<file path="src/rtl/ctmr_pkg.sv">
package ctmr_pkg;

    localparam logic [2:0] ADR_CMD    = 3'd0;
    localparam logic [2:0] ADR_MODE   = 3'd1;
    localparam logic [2:0] ADR_RLD_LO = 3'd2;
    localparam logic [2:0] ADR_RLD_HI = 3'd3;
    localparam logic [2:0] ADR_CNT_HI = 3'd4;
    localparam logic [2:0] ADR_CNT_LO = 3'd5;

    // command byte bit positions
    localparam int CMD_GATE = 1;
    localparam int CMD_TRIG = 2;
    localparam int CMD_FRZ  = 3;
    localparam int CMD_CLIP = 4;

    typedef enum logic [1:0] {
        DUTY_PULSE   = 2'd0,
        DUTY_ONESHOT = 2'd1,
        DUTY_SQUARE  = 2'd2,
        DUTY_RSVD    = 2'd3
    } duty_e;

    typedef struct packed {
        logic  retrig;
        logic  ext_out;
        logic  ext_gate;
        logic  ext_trig;
        logic  ext_cnt;
        logic  cont;
        duty_e duty;
    } mode_t;

    typedef enum logic {
        S_IDLE = 1'b0,
        S_RUN  = 1'b1
    } ctr_state_e;

endpackage

</file>
<file path="src/rtl/ctmr_edge.sv">
module ctmr_edge (
    input  logic clk,
    input  logic rst_n,
    input  logic pin_i,
    output logic rise_o
);
    logic prev_q;

    always_ff @(posedge clk or negedge rst_n) begin
        if (!rst_n) prev_q <= 1'b0;
        else        prev_q <= pin_i;
    end

    assign rise_o = pin_i & ~prev_q;
endmodule

</file>
<file path="src/rtl/ctmr_core.sv">
module ctmr_core
    import ctmr_pkg::*;
#(
    parameter int CW = 16
) (
    input  logic          clk,
    input  logic          rst_n,
    input  logic          en_i,
    input  mode_t         mode_i,
    input  logic [CW-1:0] reload_i,
    input  logic          trig_i,
    input  logic          tick_i,
    input  logic          gate_i,
    output logic [CW-1:0] count_o,
    output logic          running_o,
    output logic          tc_o,
    output logic          out_o
);
    localparam logic [CW-1:0] ONE = CW'(1);

    ctr_state_e    state_q, state_d;
    logic [CW-1:0] count_q;
    logic          out_q;
    logic          load, step, tc;

    assign load = en_i && trig_i && (state_q == S_IDLE || mode_i.retrig);
    assign step = en_i && (state_q == S_RUN) && gate_i && tick_i && !load;
    assign tc   = step && (count_q == ONE);

    always_comb begin
        state_d = state_q;
        unique case (state_q)
            S_IDLE: if (load) state_d = S_RUN;
            S_RUN: begin
                if (!en_i)                   state_d = S_IDLE;
                else if (tc && !mode_i.cont) state_d = S_IDLE;
            end
            default: state_d = S_IDLE;
        endcase
    end

    always_ff @(posedge clk or negedge rst_n) begin
        if (!rst_n) state_q <= S_IDLE;
        else        state_q <= state_d;
    end

    always_ff @(posedge clk or negedge rst_n) begin
        if (!rst_n)    count_q <= '0;
        else if (load) count_q <= reload_i;
        else if (step) count_q <= tc ? (mode_i.cont ? reload_i : '0) : count_q - ONE;
    end

    always_ff @(posedge clk or negedge rst_n) begin
        if (!rst_n)        out_q <= 1'b0;
        else if (!en_i)    out_q <= 1'b0;
        else if (load)     out_q <= (mode_i.duty == DUTY_ONESHOT);
        else begin
            unique case (mode_i.duty)
                DUTY_ONESHOT: out_q <= (state_d == S_RUN);
                DUTY_SQUARE:  if (tc) out_q <= ~out_q;
                default:      out_q <= tc;
            endcase
        end
    end

    assign count_o   = count_q;
    assign running_o = (state_q == S_RUN);
    assign tc_o      = tc;
    assign out_o     = out_q;

    p_start_loads_r2: assert property (@(posedge clk) disable iff (!rst_n)
        (en_i && trig_i && state_q == S_IDLE) |=> (state_q == S_RUN && count_q == $past(reload_i)));
    p_gate_holds_r3: assert property (@(posedge clk) disable iff (!rst_n)
        (state_q == S_RUN && !gate_i && !trig_i) |=> $stable(count_q));
    p_wrap_reloads_r5: assert property (@(posedge clk) disable iff (!rst_n)
        (tc && mode_i.cont) |=> (state_q == S_RUN && count_q == $past(reload_i)));
    p_square_flips_r7: assert property (@(posedge clk) disable iff (!rst_n)
        (tc && en_i && mode_i.duty == DUTY_SQUARE) |=> (out_q != $past(out_q)));
    p_no_retrig_r9: assert property (@(posedge clk) disable iff (!rst_n)
        (state_q == S_RUN && trig_i && !mode_i.retrig && !gate_i) |=> $stable(count_q));
endmodule

</file>
<file path="src/rtl/ctmr_regs.sv">
module ctmr_regs
    import ctmr_pkg::*;
#(
    parameter int CW = 16
) (
    input  logic          clk,
    input  logic          rst_n,
    input  logic          en_i,
    input  logic          we_i,
    input  logic          re_i,
    input  logic [2:0]    addr_i,
    input  logic [7:0]    wdata_i,
    input  logic [CW-1:0] count_i,
    input  logic          running_i,
    input  logic          tc_i,
    output logic [7:0]    rdata_o,
    output mode_t         mode_o,
    output logic [CW-1:0] reload_o,
    output logic          gate_o,
    output logic          trig_o,
    output logic          ip_o
);
    logic [7:0]    mode_q, rld_lo_q, rld_hi_q;
    logic          gcb_q, ip_q, frz_q;
    logic [CW-1:0] snap_q, view;
    logic          cmd_wr, frz_wr, rel;

    assign cmd_wr = we_i && addr_i == ADR_CMD;
    assign frz_wr = cmd_wr && wdata_i[CMD_FRZ];
    assign rel    = re_i && addr_i == ADR_CNT_LO;

    always_ff @(posedge clk or negedge rst_n) begin
        if (!rst_n) begin
            mode_q <= '0; rld_lo_q <= '0; rld_hi_q <= '0;
        end else if (we_i) begin
            if (addr_i == ADR_MODE)   mode_q   <= wdata_i;
            if (addr_i == ADR_RLD_LO) rld_lo_q <= wdata_i;
            if (addr_i == ADR_RLD_HI) rld_hi_q <= wdata_i;
        end
    end

    always_ff @(posedge clk or negedge rst_n) begin
        if (!rst_n) begin
            gcb_q <= 1'b0; ip_q <= 1'b0; frz_q <= 1'b0; snap_q <= '0;
        end else if (!en_i) begin
            gcb_q <= 1'b0; ip_q <= 1'b0; frz_q <= 1'b0;
        end else begin
            if (cmd_wr) gcb_q <= wdata_i[CMD_GATE];
            if (tc_i)                             ip_q <= 1'b1;
            else if (cmd_wr && wdata_i[CMD_CLIP]) ip_q <= 1'b0;
            if (frz_wr) begin
                snap_q <= count_i;
                frz_q  <= 1'b1;
            end else if (rel) begin
                frz_q  <= 1'b0;
            end
        end
    end

    assign view = frz_q ? snap_q : count_i;

    always_comb begin
        unique case (addr_i)
            ADR_CMD:    rdata_o = {2'b00, ip_q, 1'b0, frz_q, 1'b0, gcb_q, running_i};
            ADR_MODE:   rdata_o = mode_q;
            ADR_RLD_LO: rdata_o = rld_lo_q;
            ADR_RLD_HI: rdata_o = rld_hi_q;
            ADR_CNT_HI: rdata_o = view[CW-1:8];
            ADR_CNT_LO: rdata_o = view[7:0];
            default:    rdata_o = 8'h00;
        endcase
    end

    assign mode_o   = mode_t'(mode_q);
    assign reload_o = {rld_hi_q, rld_lo_q};
    assign gate_o   = gcb_q;
    assign trig_o   = cmd_wr && wdata_i[CMD_TRIG];
    assign ip_o     = ip_q;

    p_tc_sets_ip_r4: assert property (@(posedge clk) disable iff (!rst_n)
        (tc_i && en_i) |=> ip_q);
    p_disable_clears_r10: assert property (@(posedge clk) disable iff (!rst_n)
        !en_i |=> (!gcb_q && !ip_q && !frz_q));
    p_snap_held_r6: assert property (@(posedge clk) disable iff (!rst_n)
        (frz_q && en_i && !rel && !frz_wr) |=> ($stable(snap_q) && frz_q));
endmodule

</file>
<file path="src/rtl/ctmr_unit.sv">
module ctmr_unit
    import ctmr_pkg::*;
#(
    parameter int CW = 16
) (
    input  logic       clk,
    input  logic       rst_n,
    input  logic       ctr_en_i,
    input  logic       tick_i,
    input  logic       ext_cnt_i,
    input  logic       ext_trig_i,
    input  logic       ext_gate_i,
    input  logic       reg_we_i,
    input  logic       reg_re_i,
    input  logic [2:0] reg_addr_i,
    input  logic [7:0] reg_wdata_i,
    output logic [7:0] reg_rdata_o,
    output logic       ctr_out_o,
    output logic       irq_o
);
    localparam int NEDGE = 2;

    mode_t         mode;
    logic [CW-1:0] reload, count;
    logic          gcb, trig_sw, ip, running, tc, out_int;
    logic [NEDGE-1:0] pins, rises;
    logic          gate_ok, trig, tick;

    assign pins = {ext_trig_i, ext_cnt_i};

    for (genvar i = 0; i < NEDGE; i++) begin : g_edge
        ctmr_edge u_edge (.clk(clk), .rst_n(rst_n), .pin_i(pins[i]), .rise_o(rises[i]));
    end

    assign gate_ok = gcb && (!mode.ext_gate || ext_gate_i);
    assign trig    = trig_sw || (mode.ext_trig && rises[1]);
    assign tick    = mode.ext_cnt ? rises[0] : tick_i;

    ctmr_regs #(.CW(CW)) u_regs (
        .clk(clk), .rst_n(rst_n), .en_i(ctr_en_i),
        .we_i(reg_we_i), .re_i(reg_re_i), .addr_i(reg_addr_i), .wdata_i(reg_wdata_i),
        .count_i(count), .running_i(running), .tc_i(tc),
        .rdata_o(reg_rdata_o), .mode_o(mode), .reload_o(reload),
        .gate_o(gcb), .trig_o(trig_sw), .ip_o(ip)
    );

    ctmr_core #(.CW(CW)) u_core (
        .clk(clk), .rst_n(rst_n), .en_i(ctr_en_i), .mode_i(mode),
        .reload_i(reload), .trig_i(trig), .tick_i(tick), .gate_i(gate_ok),
        .count_o(count), .running_o(running), .tc_o(tc), .out_o(out_int)
    );

    assign ctr_out_o = mode.ext_out & out_int;
    assign irq_o     = ip;
endmodule

</file>
<file path="config.mk">
export PLATFORM = sky130hd
export DESIGN_NAME = ctmr_unit
export DESIGN_NICKNAME = d
export VERILOG_FILES = /design/src/rtl/ctmr_pkg.sv /design/src/rtl/ctmr_edge.sv /design/src/rtl/ctmr_core.sv /design/src/rtl/ctmr_regs.sv /design/src/rtl/ctmr_unit.sv
export SDC_FILE = /design/constraint.sdc
export NUM_CORES = 1
export LEC_CHECK = 0
export BUFFER_PORTS_ARGS = -buffer_cell sky130_fd_sc_hd__buf_2
export CORE_ASPECT_RATIO = 0.9
export CORE_MARGIN = 4
export CORE_UTILIZATION = 60
export CTS_CLUSTER_DIAMETER = 80
export DETAILED_ROUTE_END_ITERATION = 10
export MAX_ROUTING_LAYER = met4
export PLACE_DENSITY = 0.84
export SKIP_LAST_GASP = 1
export SYNTH_ARGS = -nofsm -noshare
export SYNTH_HDL_FRONTEND = slang
export SYNTH_SLANG_ARGS = --single-unit
</file>
<file path="constraint.sdc">
create_clock -name clk -period 3.1 [get_ports clk]
set_input_delay 0.31 -clock clk [delete_from_list [all_inputs] [get_ports clk]]
set_output_delay 0.31 -clock clk [all_outputs]
set_load 0.01 [all_outputs]
</file>
==> summary.md, run 1 <==
The run finished with clean final reports. Synthesis produced a netlist whose cell count is 367. The xor-xnor portion of the synthesized cell area is 0.00236, and the power density relative to cell area is 735 nW/um2. The clock edge transition at the registers on the reported setup and hold paths was 80 ps. The number of sinks handled by clock tree synthesis was 63; the total setup buffers inserted after CTS was 0. The first global-routing pass estimated 17,100 um of wire. The critical path launch point type is a flip-flop. 30 I/O pins were placed. The type of the worst setup path was flip-flop to flip-flop. In the synthesized netlist the dominant register cell turns out to be sky130_fd_sc_hd__dfrtp_1.

The run gives 0 as the hold violation total from the final report. After legalization and detailed placement, the total HPWL measured 7190 um. The all-layer global routing usage was 0.303. The global route total overflow was 0. The via count is 3,295. The longest clock path from root to sink contains 2 buffers. The via count of the first global-routing pass was 3,244; the cts-stage hold buffer count was 0. Setup violations remaining at the end of the flow were counted as 0. In this run the critical register-to-register path is launched from u_core.count_o[1]. TritonCTS built the clock tree. The class of the tightest hold or removal check is input pin to flip-flop. At the end of routability-driven placement, the weighted congestion stood at 1.02. Yosys attributes the largest share of cell area to sky130_fd_sc_hd__dfrtp_1 42%, sky130_fd_sc_hd__mux2_2 13%, sky130_fd_sc_hd__mux2i_1 3.2%, sky130_fd_sc_hd__o21ai_0 3.1%, sky130_fd_sc_hd__nand2_1 3.0%. Counting flops with a built-in enable in the synthesized netlist gives 0.

The capturing element type of the critical path is a flip-flop. Cell at the root of the clock tree: sky130_fd_sc_hd__clkbuf_8. After detailed routing, the number of remaining DRC violations is 0.

The timing-limited maximum frequency came out at 373 MHz. Summed over all cells, the static leakage comes to 1.77 nW. The arithmetic-cell share of the synthesized area counting full adders, half adders and majority gates came out at 0.0135. The number of storage elements in the synthesis netlist was 63; the worst max-slew margin expressed relative to the limit was 0.455. Across the run, the number of max-cap violations was 0.

The synthesized netlist occupies a cell area of 3710 um2. The placeable core region was 5820 um2; the area share of the largest cell type after synthesis was 0.425. The period utilization came out at 0.864.

Post-synthesis area per instance: 10.1 um2. Summed over all failing endpoints, the final setup total negative slack is 0 ps. The final total power was 3.02 mW; the net count after synthesis was 391. The clock reaches the later pin of the worst-skew pair after 340 ps. The cell taking the most area after synthesis is sky130_fd_sc_hd__dfrtp_1. Number of nets at the end of the flow: 417. The multiplexer share of the synthesized area works out to 0.178. In the layout the commonest cells are 63 x sky130_fd_sc_hd__dfrtp_1, 44 x sky130_fd_sc_hd__mux2_2, 30 x sky130_fd_sc_hd__nand2_1.

For the H-tree depth, the log shows 3. The run gives 0 as the number of warning messages in the yosys log. Beginning of the critical path: u_core.count_o[1].

The number of cells on the worst hold path is 1. The layout cell share with drive strength beyond 1 is 0.294. Post-CTS repair changed the size of 0 cells. The synthesized netlist contains 60 unique library cells. Data on the critical path is required at its endpoint by 3360 ps. The first detailed-routing pass took 5 iterations.

The detailed router finished its first iteration with 429 violations. Leaving out fill and tap cells, the most frequent cell in the layout is sky130_fd_sc_hd__dfrtp_1. Fraction of registers with async set or reset after synthesis: 1.00.

Excluding fillers, the count of instances in the completed layout stands at 468. The post-synthesis compound-gate area fraction is 0.189. Setup repair after global routing left no endpoint under its margin.

Summed over all layers, the routed wires come to 10,300 um. Worst reg-to-reg path cell count: 8. Starting density of the core: 0.637.

Counting the buffers created by CTS gives 9. The transition time at the pin with the least slew margin is 818 ps, and the die outline area is 7510 um2. VDD sags by at most 0.465 mV. The final critical-path required period was 2680 ps.

The run gives 0 as the count of pins over their slew limit. The remaining antenna violation count was 0; the simple-gate share of the synthesized area was 0.145. After synthesis, the largest family of logic cells by area is compound AO/OA/AOI/OAI gates. Setup clock skew after layout: 10.4 ps. The start point of the worst hold path was ext_cnt_i.

The floorplan die width was 90.9 um; the number of antenna repair diodes was 0. In this run the worst path has a maximum fanout of 7. The mean routed wirelength per cell is 22.1 um. For the number of antenna violations at the first check in global routing, the log shows 0.

The run gives 2940 ps as the data arrival time of the critical path. The largest net degree at the start of global routing was 64; the die outline height was 82.6 um. During placement, the flow inserted port buffers numbering 29.

The synthesis-to-finish area growth was 10.9%; the sequential cell area fraction in the yosys report was 0.425. The initialized floorplan defines 26 standard-cell rows. For the worst hold slack after final layout, the log shows 90.5 ps. After detailed placement, the design holds a cell count of 452.

The detailed-route vias per instance is 7.04.
worst max-delay path, cell delays in order (launching register included):
cell                       delay [ps]
sky130_fd_sc_hd__dfrtp_1          450
sky130_fd_sc_hd__inv_1            110
sky130_fd_sc_hd__ha_1             140
sky130_fd_sc_hd__or4b_4           470
sky130_fd_sc_hd__nor4_2           560
sky130_fd_sc_hd__buf_4            260
sky130_fd_sc_hd__a221oi_1          90
sky130_fd_sc_hd__a311o_1          360
sky130_fd_sc_hd__o211ai_1         150
logic make-up (layout without fill, tap and decap cells):
| logic type | Yosys count | in the layout |
|---|---|---|
| multiplexers | 58 | 58 |
| flip-flops | 63 | 63 |
| AO/OA/AOI/OAI | 98 | 98 |
| XOR/XNOR | 1 | 1 |
| buffers and inverters | 40 | 71 |
| adder cells (fa/ha/maj) | 4 | 4 |
| AND/OR/NAND/NOR | 103 | 103 |
sequential cells by signal (all words and copies together) (netlist names):
name                  cells
g_edge.u_edge.prev_q      2
u_core.count_o           16
u_core.out_o              1
u_core.running_o          1
u_regs.frz_q              1
u_regs.gate_o             1
u_regs.ip_o               1
u_regs.mode_o             8
u_regs.rld_hi_q           8
u_regs.rld_lo_q           8
u_regs.snap_q            16
path summary, 6_finish.rpt:
kind                                           endpoint  slack (ps)
worst max-delay path                 u_core.count_o[15]         420
worst min-delay path            g_edge[0].u_edge.prev_q          90
worst max register to register       u_core.count_o[15]         420
worst min register to register         u_core.running_o         510
max in group asynchronous            u_core.count_o[14]        2420
min in group asynchronous            u_regs.rld_lo_q[4]         120
cell usage after synthesis, drive strengths merged, types with 6 or more instances:
library cell / count
nand3: 6
o21ai: 26
clkbuf: 15
buf: 12
a21oi: 12
mux2: 44
mux2i: 12
dfrtp: 63
a221oi: 9
a22oi: 6
nor3: 10
nand2: 30
o221ai: 6
nor2: 26
inv: 13
per-layer routing:
layer / vias up / GRT usage / wire length [um]
met1: 1582 / 0.385 / 4220
met2: 239 / 0.475 / 4600
met4: 0 / 0.117 / 388
met3: 39 / 0.0779 / 1120
met5: - / - / 0
li1: 1435 / - / -
report_power, final:
part | switching, mW | internal (mW)
Sequential | 0.295 | 1.05
Clock | 0.343 | 0.372
Combinational | 0.534 | 0.433
Total | 1.17 | 1.85
area by class of cell:
class                   count  area, um2
multi-input cells         264       1960
clock inverters             7       72.6
inverters                  13       48.8
clock buffers               9        124
flip-flops and latches     63       1580
well taps                  70       87.6
fillers                   430       1710
repair buffers             42        243
stage by stage:
step	utilization	instance area (um2)	setup WS [ps]
after global placement	0.673	3920	586
after floorplan	-	3710	877
after global routing	0.706	4110	305
final	0.706	4110	421
after CTS	0.706	4110	493
after detailed placement	0.673	3920	525
(Power assumes the default switching activity.)
==> inputs of run 2 (changes only) <==
Clock period 3.1 ns to 2.82 ns, I/O delays scaled along.
==> run 2 against run 1 <==
Against the previous run:
- routed wire length rose by 5.3%
- combinational power rose by 14%
- sequential power increased by 10%
- highest routed layer unchanged
- setup slack got worse by 45 ps
- largest power group unchanged
- fmax grew 9.6%
==> summary.md, run 2 (synthesized netlist as in run 1, its figures left out) <==
For the met3 routing resource usage after global routing, the log shows 0.0815 (+0.00362). The number of DRC markers in iteration 0 is 413 (-3.7%), and the synthesis-to-finish area growth is 11.2%. The highest cell delay on the worst timing path was 510 ps (-50 ps); the setup total negative slack was 0 ps (unchanged). The global-route met2 utilization was 0.484 (+0.00888). The tools report the final routed DRC violation total as 0 (unchanged).

The cts-stage hold buffer count was 0 (unchanged); the number of endpoints failing setup at the final stage was 0 (unchanged). The tools report the remaining antenna violation count as 0 (unchanged). The tools report the launch point of the worst reg-to-reg path as u_core.count_o[1].

Number of cell rows: 26 (unchanged). The min-delay analysis places its worst path in the category input pin to asynchronous set/reset pin. The via count was 3,280 (-0.46%); the placer's final routability congestion estimate was 1.06 (+3.7%).

For the max capacitance violation total, the log shows 0 (unchanged). Floorplan die width: 90.9 um (unchanged). Number of clock buffers inserted by TritonCTS: 9 (unchanged). The cell sitting at the root of the clock tree is a sky130_fd_sc_hd__clkbuf_8. The run gives 418 (+0.24%) as the number of nets at the end of the flow.

The run gives 63 (unchanged) as the number of sinks handled by clock tree synthesis. The insertion delay to the later sink of the worst-skew pair is 350 ps (about the same), and the layout cell share with drive strength beyond 1 is 0.293 (-0.000737). Walking the worst path, the cells encountered are inv_1 > ha_1 > or4b_4 > or4_4 > nor2_8 > o21ai_1 > a221o_1. The logs give 1.77 nW (+0.12%) for the total leakage power and 5820 um2 (unchanged) for the placeable core region. The tools report the capturing element type of the critical path as a flip-flop. The hold violation total from the final report came out at 0 (unchanged).

For the count of pins over their slew limit, the log shows 0 (unchanged). The minimum setup slack among reg-to-reg paths is 380 ps (-50 ps). The transition time at the pin with the least slew margin works out to 839 ps (+20.5 ps).

The tools report the starting density of the core as 0.637 (unchanged). The kind of cell with the highest combined delay along the critical path is simple AND/OR/NAND/NOR gates. The run gives 0.319 (+0.0154) as the all-layer global routing usage. TritonCTS built the clock tree. The clock edge transition at the registers on the reported setup and hold paths is 80 ps (about the same), and the number of antenna violations at the first check in global routing is 0 (unchanged).

The die outline height came out at 82.6 um (unchanged). Type of the worst setup path: flip-flop to flip-flop. In this run the most used layer during global routing was met2. For the quantity of gates resized following cts, the log shows 0 (unchanged). The iteration count of the initial detailed-routing pass came out at 5 (unchanged). The run finished with clean final reports. The period utilization was 0.867 (+0.00264). The mean routed wirelength per cell was 23.2 um (+5.1%). The critical path required time was 3050 ps (-310 ps); the data arrival time of the critical path was 2670 ps (-270 ps). Met1 usage: 0.404 (+0.0195). The number of antenna repair diodes came out at 0 (unchanged). Endpoint of the lowest-slack register-to-register path: u_core.count_o[9]. The run gives 11.0 ps (+0.689 ps) as the setup clock skew after layout. Timing-limited maximum frequency: 409 MHz (+9.6%). Leaving out fill and tap cells, the most frequent cells in the layout are 63 x sky130_fd_sc_hd__dfrtp_1, 44 x sky130_fd_sc_hd__mux2_2, 30 x sky130_fd_sc_hd__nand2_1. The tools report the via count of the first global-routing pass as 3,186 (-1.8%). Worst max-slew margin expressed relative to the limit: 0.439 (-0.0157). The largest fanout on the critical path is 8 (+1), and the detailed-route wire length is 10,900 um (+5.3%).

The global route total overflow was 0 (unchanged); the count of input and output buffers was 29 (unchanged). The tools report the first-pass GRT wire length as 17,400 um (+2.1%). The library cell used most frequently in the layout, excluding fill and tap cells, is sky130_fd_sc_hd__dfrtp_1.

The worst vdd rail ir drop is 0.445 mV (-4.3%). The power density relative to cell area was 798 nW/um2 (+8.5%). Detailed-route vias per instance: 6.99 (-0.67%).

The total setup buffers inserted after CTS was 0 (unchanged). The tools report the number of buffers between clock root and the deepest sink as 2 (unchanged). The largest net degree at the start of global routing was 34 (-47%). The worst setup path is launched from a flip-flop. The run gives 2.31 ps (-88.2 ps) as the worst hold slack after final layout. The slowest cell on the critical path is sky130_fd_sc_hd__or4_4. The die outline area is 7510 um2 (unchanged). The combined buffer and inverter count along the critical path is 1 (-1), and the final critical-path required period is 2440 ps (-235 ps). Setup repair after global routing left no endpoint under its margin. The half-perimeter wire length after placement was 7720 um (+7.4%).

The worst reg-to-reg path cell count is 7 (-1). The H-tree depth was 3 (unchanged); the number of top-level design ports was 30 (unchanged).
==> run 2: worst max-delay path by stage <==
stage / cells past startpoint / endpoint / slack, ps / start
floorplan: 8 / u_core.count_o[0] / 600 / u_core.count_o[1]
global placement: 6 / u_core.count_o[9] / 330 / reg_addr_i[0]
detailed placement: 6 / u_core.count_o[9] / 170 / reg_addr_i[0]
CTS: 7 / u_core.count_o[9] / 410 / u_core.count_o[1]
global route: 7 / u_core.count_o[12] / 240 / u_core.count_o[0]
finish: 7 / u_core.count_o[9] / 380 / u_core.count_o[1]
==> run 2: metal layers <==
layer / part of all wire / wire, um
met1: 0.42 / 4560
met4: 0.040 / 432
met2: 0.45 / 4860
met3: 0.093 / 1020
met5: 0 / 0
==> run 2: cell type report <==
class	count	area [um2]
clock buffers	11	141
well taps	70	87.6
repair buffers	43	275
flip-flops and latches	63	1580
fillers	440	1700
clock inverters	5	33.8
multi-input cells	264	1960
inverters	13	48.8
==> run 2: power breakdown <==
part / total (mW) / internal [mW] / switching, mW
clock network: 0.704 / 0.341 / 0.363
registers: 1.48 / 1.15 / 0.331
logic: 1.10 / 0.490 / 0.615
==> run 2: per-stage QoR <==
stage / power, mW / util / instances / instance area (um2) / worst slack, ps
floorplan: 2.12 / - / 367 / 3710 / 597
global placement: 2.51 / 0.678 / 453 / 3950 / 326
detailed placement: 2.54 / 0.678 / 453 / 3950 / 170
CTS: 3.26 / 0.708 / 469 / 4130 / 412
global route: 3.47 / 0.708 / 469 / 4130 / 239
finish: 3.29 / 0.708 / 469 / 4130 / 375
==> inputs of run 3 (changes only) <==
Settings changed: CORE_UTILIZATION 60 to 25, PLACE_DENSITY 0.84 to 0.44.
==> run 3 against run 2 <==
Against the previous run:
- sequential power about the same
- critical path depth did not move
- setup slack improved by 34 ps
- sequential cell count unchanged
- clock power is 59% higher
- cell area rose by 7.4%
- first-iteration DRC count decreased by 51%
- die area rose by 120%
- clock skew shrank 4.7 ps
- register-to-register slack improved by 30 ps
- critical path type unchanged
- largest power group unchanged
==> summary.md, run 3 (synthesized netlist as in run 1, its figures left out) <==
The tools report the capturing element type of the critical path as a flip-flop. The logs give 409 ps (+34.1 ps) for the final worst slack and 0 (unchanged) for the global route total overflow. The count of input and output buffers came out at 29 (unchanged). For the wire length on met1, the log shows 5520 um (+21%).

The number of antenna violations at the first check in global routing was 0 (unchanged); the largest fanout on the critical path was 8 (unchanged). Minimum setup slack among reg-to-reg paths: 410 ps (+30 ps). The number of top-level design ports came out at 30 (unchanged). Placer's final routability congestion estimate: 0.856 (-19%). The via count of the first global-routing pass was 3,151 (-1.1%). The tools report the pre-CTS worst setup slack as 327 ps (+158 ps). The logs give 0.299 (-0.037) for the share of total power in combinational logic and 0.445 (+0.00625) for the worst max-slew margin expressed relative to the limit. Worst reg-to-reg path cell count: 7 (unchanged). The die outline area was 16,900 um2 (+120%); the H-tree depth was 3 (unchanged). The run gives 581 (+28%) as the total placed cells including tap cells. In the layout the commonest cells are 63 x sky130_fd_sc_hd__dfrtp_1, 44 x sky130_fd_sc_hd__mux2_2, 30 x sky130_fd_sc_hd__nand2_1. The worst hold path begins at ext_cnt_i.

The die outline height is 124 um (+50%). The flow ran to the end, and the final reports show no timing, DRC or antenna violations. For the part of the power in registers, the log shows 0.398 (-0.052). For hold timing, the worst endpoint is g_edge[0].u_edge.prev_q. The number of cells on the worst hold path is 1, and the critical path required time is 3020 ps (-30 ps). For the total leakage power, the log shows 1.84 nW (+4.2%). The cts-stage hold buffer count is 0 (unchanged), and the starting density of the core is 0.260 (-0.377). The number of buffers between clock root and the deepest sink was 2 (unchanged); the remaining antenna violation count was 0 (unchanged). For the half-perimeter wire length after placement, the log shows 8450 um (+9.5%).

The detailed route wirelength on metal2 was 5470 um (+12%). The all-layer global routing usage was 0.150 (-0.168). The endpoint identified for the worst register-to-register timing path is u_core.count_o[0].

The first-pass GRT wire length is 18,600 um (+6.7%), and the final routed DRC violation total is 0 (unchanged). The tools report the launch point of the worst reg-to-reg path as u_core.count_o[1]. The data arrival time of the critical path came out at 2610 ps (-60 ps). The detailed-route vias per instance was 5.19 (-26%). The largest net degree at the start of global routing was 64 (+88%); the switching share of total power was 0.362 (-0.0358). Clock edge transition at the registers on the reported setup and hold paths: 60 ps (-20 ps). The critical path launch point type is a flip-flop. For the timing-limited maximum frequency, the log shows 415 MHz (+1.4%).

The path class of the tightest hold or removal check is input pin to flip-flop. For the setup clock skew after layout, the log shows 6.30 ps (-4.74 ps). The tools report the setup total negative slack as 0 ps (unchanged). The mean routed wirelength per cell is 19.5 um (-16%). The tools report the total setup buffers inserted after CTS as 0 (unchanged).

Setup repair after global routing left no endpoint under its margin. The worst vdd rail ir drop is 0.355 mV (-20%), and the floorplan die width is 136 um (+50%). CTS placed an instance of sky130_fd_sc_hd__clkbuf_16 at the clock tree root. The number of standard cells in the layout, taps in and fillers out is 597 (+27%). The switching power total is 1.34 mW (+2.6%).

The tools report the max capacitance violation total as 0 (unchanged). The iteration count of the initial detailed-routing pass came out at 4 (-1). The tools report the placeable core region as 14,300 um2 (+140%). The library cell used most frequently in the layout, excluding fill and tap cells, is sky130_fd_sc_hd__dfrtp_1. The type of the worst setup path is flip-flop to flip-flop. The hold violation total from the final report came out at 0 (unchanged). The period utilization is 0.855 (-0.0121), and the insertion delay to the later sink of the worst-skew pair is 330 ps (-20 ps). The run gives 3,101 (-5.5%) as the via count.

The layout cell share with drive strength beyond 1 works out to 0.300 (+0.00627). The count of pins over their slew limit came out at 0 (unchanged). The power density relative to cell area was 837 nW/um2 (+5.0%); the clock network fraction of design power was 0.302 (+0.088).

The number of nets at the end of the flow was 423 (+1.2%). The quantity of gates resized following cts was 0 (unchanged); the number of antenna repair diodes was 0 (unchanged). The run gives 41 (+58%) as the number of cell rows. Transition time at the pin with the least slew margin: 832 ps (-6.28 ps). The final critical-path required period is 2410 ps (-34.1 ps), and the number of endpoints failing setup at the final stage is 0 (unchanged). The run gives 201 (-51%) as the number of DRC markers in iteration 0. From synthesis to final layout, the design area changed by 19.4%. The tools report the detailed route wirelength on metal3 as 520 um (-49%).

In this run the top signal layer used is met4. Detailed-route wire length: 11,600 um (+7.0%). The final total power is 3.71 mW (+13%), and the number of sinks handled by clock tree synthesis is 63 (unchanged).

The tools report the number of clock buffers inserted by TritonCTS as 9 (unchanged). TritonCTS built the clock tree. Internal portion of total power: 2.37 mW (+19%).
-- run 3: layout make-up --
class                      count  area [um2]
fill                        1523        9830
multi-input combinational    264        1960
sequential                    63        1580
timing repair buffer          48         300
clock buffer                  12         246
tap                          193         241
clock inverter                 4        53.8
inverter                      13        48.8
-- run 3: how the worst max path moves through the flow --
stage,start,cells after the start,end,slack [ps]
after floorplan,u_core.count_o[1],8,u_core.count_o[0],600
after global placement,reg_addr_i[1],6,u_core.count_o[9],320
after detailed placement,reg_addr_i[1],6,u_core.count_o[9],330
after CTS,u_core.count_o[1],7,u_core.count_o[0],430
after global routing,u_core.count_o[1],8,u_core.count_o[9],350
final,u_core.count_o[1],7,u_core.count_o[0],410
-- run 3: power groups by stage --
stage               registers (mW)  logic, mW  clock network, mW
floorplan                     1.35      0.770                  0
global placement              1.48       1.11                  0
detailed placement            1.48       1.11                  0
CTS                           1.47       1.11               1.14
global route                  1.51       1.23               1.19
finish                        1.48       1.11               1.12
-- run 3: per-layer routing --
layer / track usage / vias up
li1: - / 1446
met2: 0.233 / 83
met3: 0.0386 / 12
met5: - / -
met4: 0.0290 / 0
met1: 0.201 / 1560
-- run 3: per-stage QoR --
step / cell area (um2) / utilization / hold WS, ps
floorplan: 3710 / - / -13.6
global placement: 4130 / 0.290 / 408
detailed placement: 4130 / 0.290 / 410
CTS: 4430 / 0.311 / 59.9
global route: 4430 / 0.311 / 61.5
finish: 4430 / 0.311 / 68.5
-- run 3: worst max-delay path: stages (launching register included) --
cell                      delay [ps]
sky130_fd_sc_hd__dfrtp_1         430
sky130_fd_sc_hd__inv_1           100
sky130_fd_sc_hd__ha_1            140
sky130_fd_sc_hd__or4b_4          460
sky130_fd_sc_hd__or4_4           520
sky130_fd_sc_hd__nor2_8          220
sky130_fd_sc_hd__o21ai_2          70
sky130_fd_sc_hd__a221o_1         340
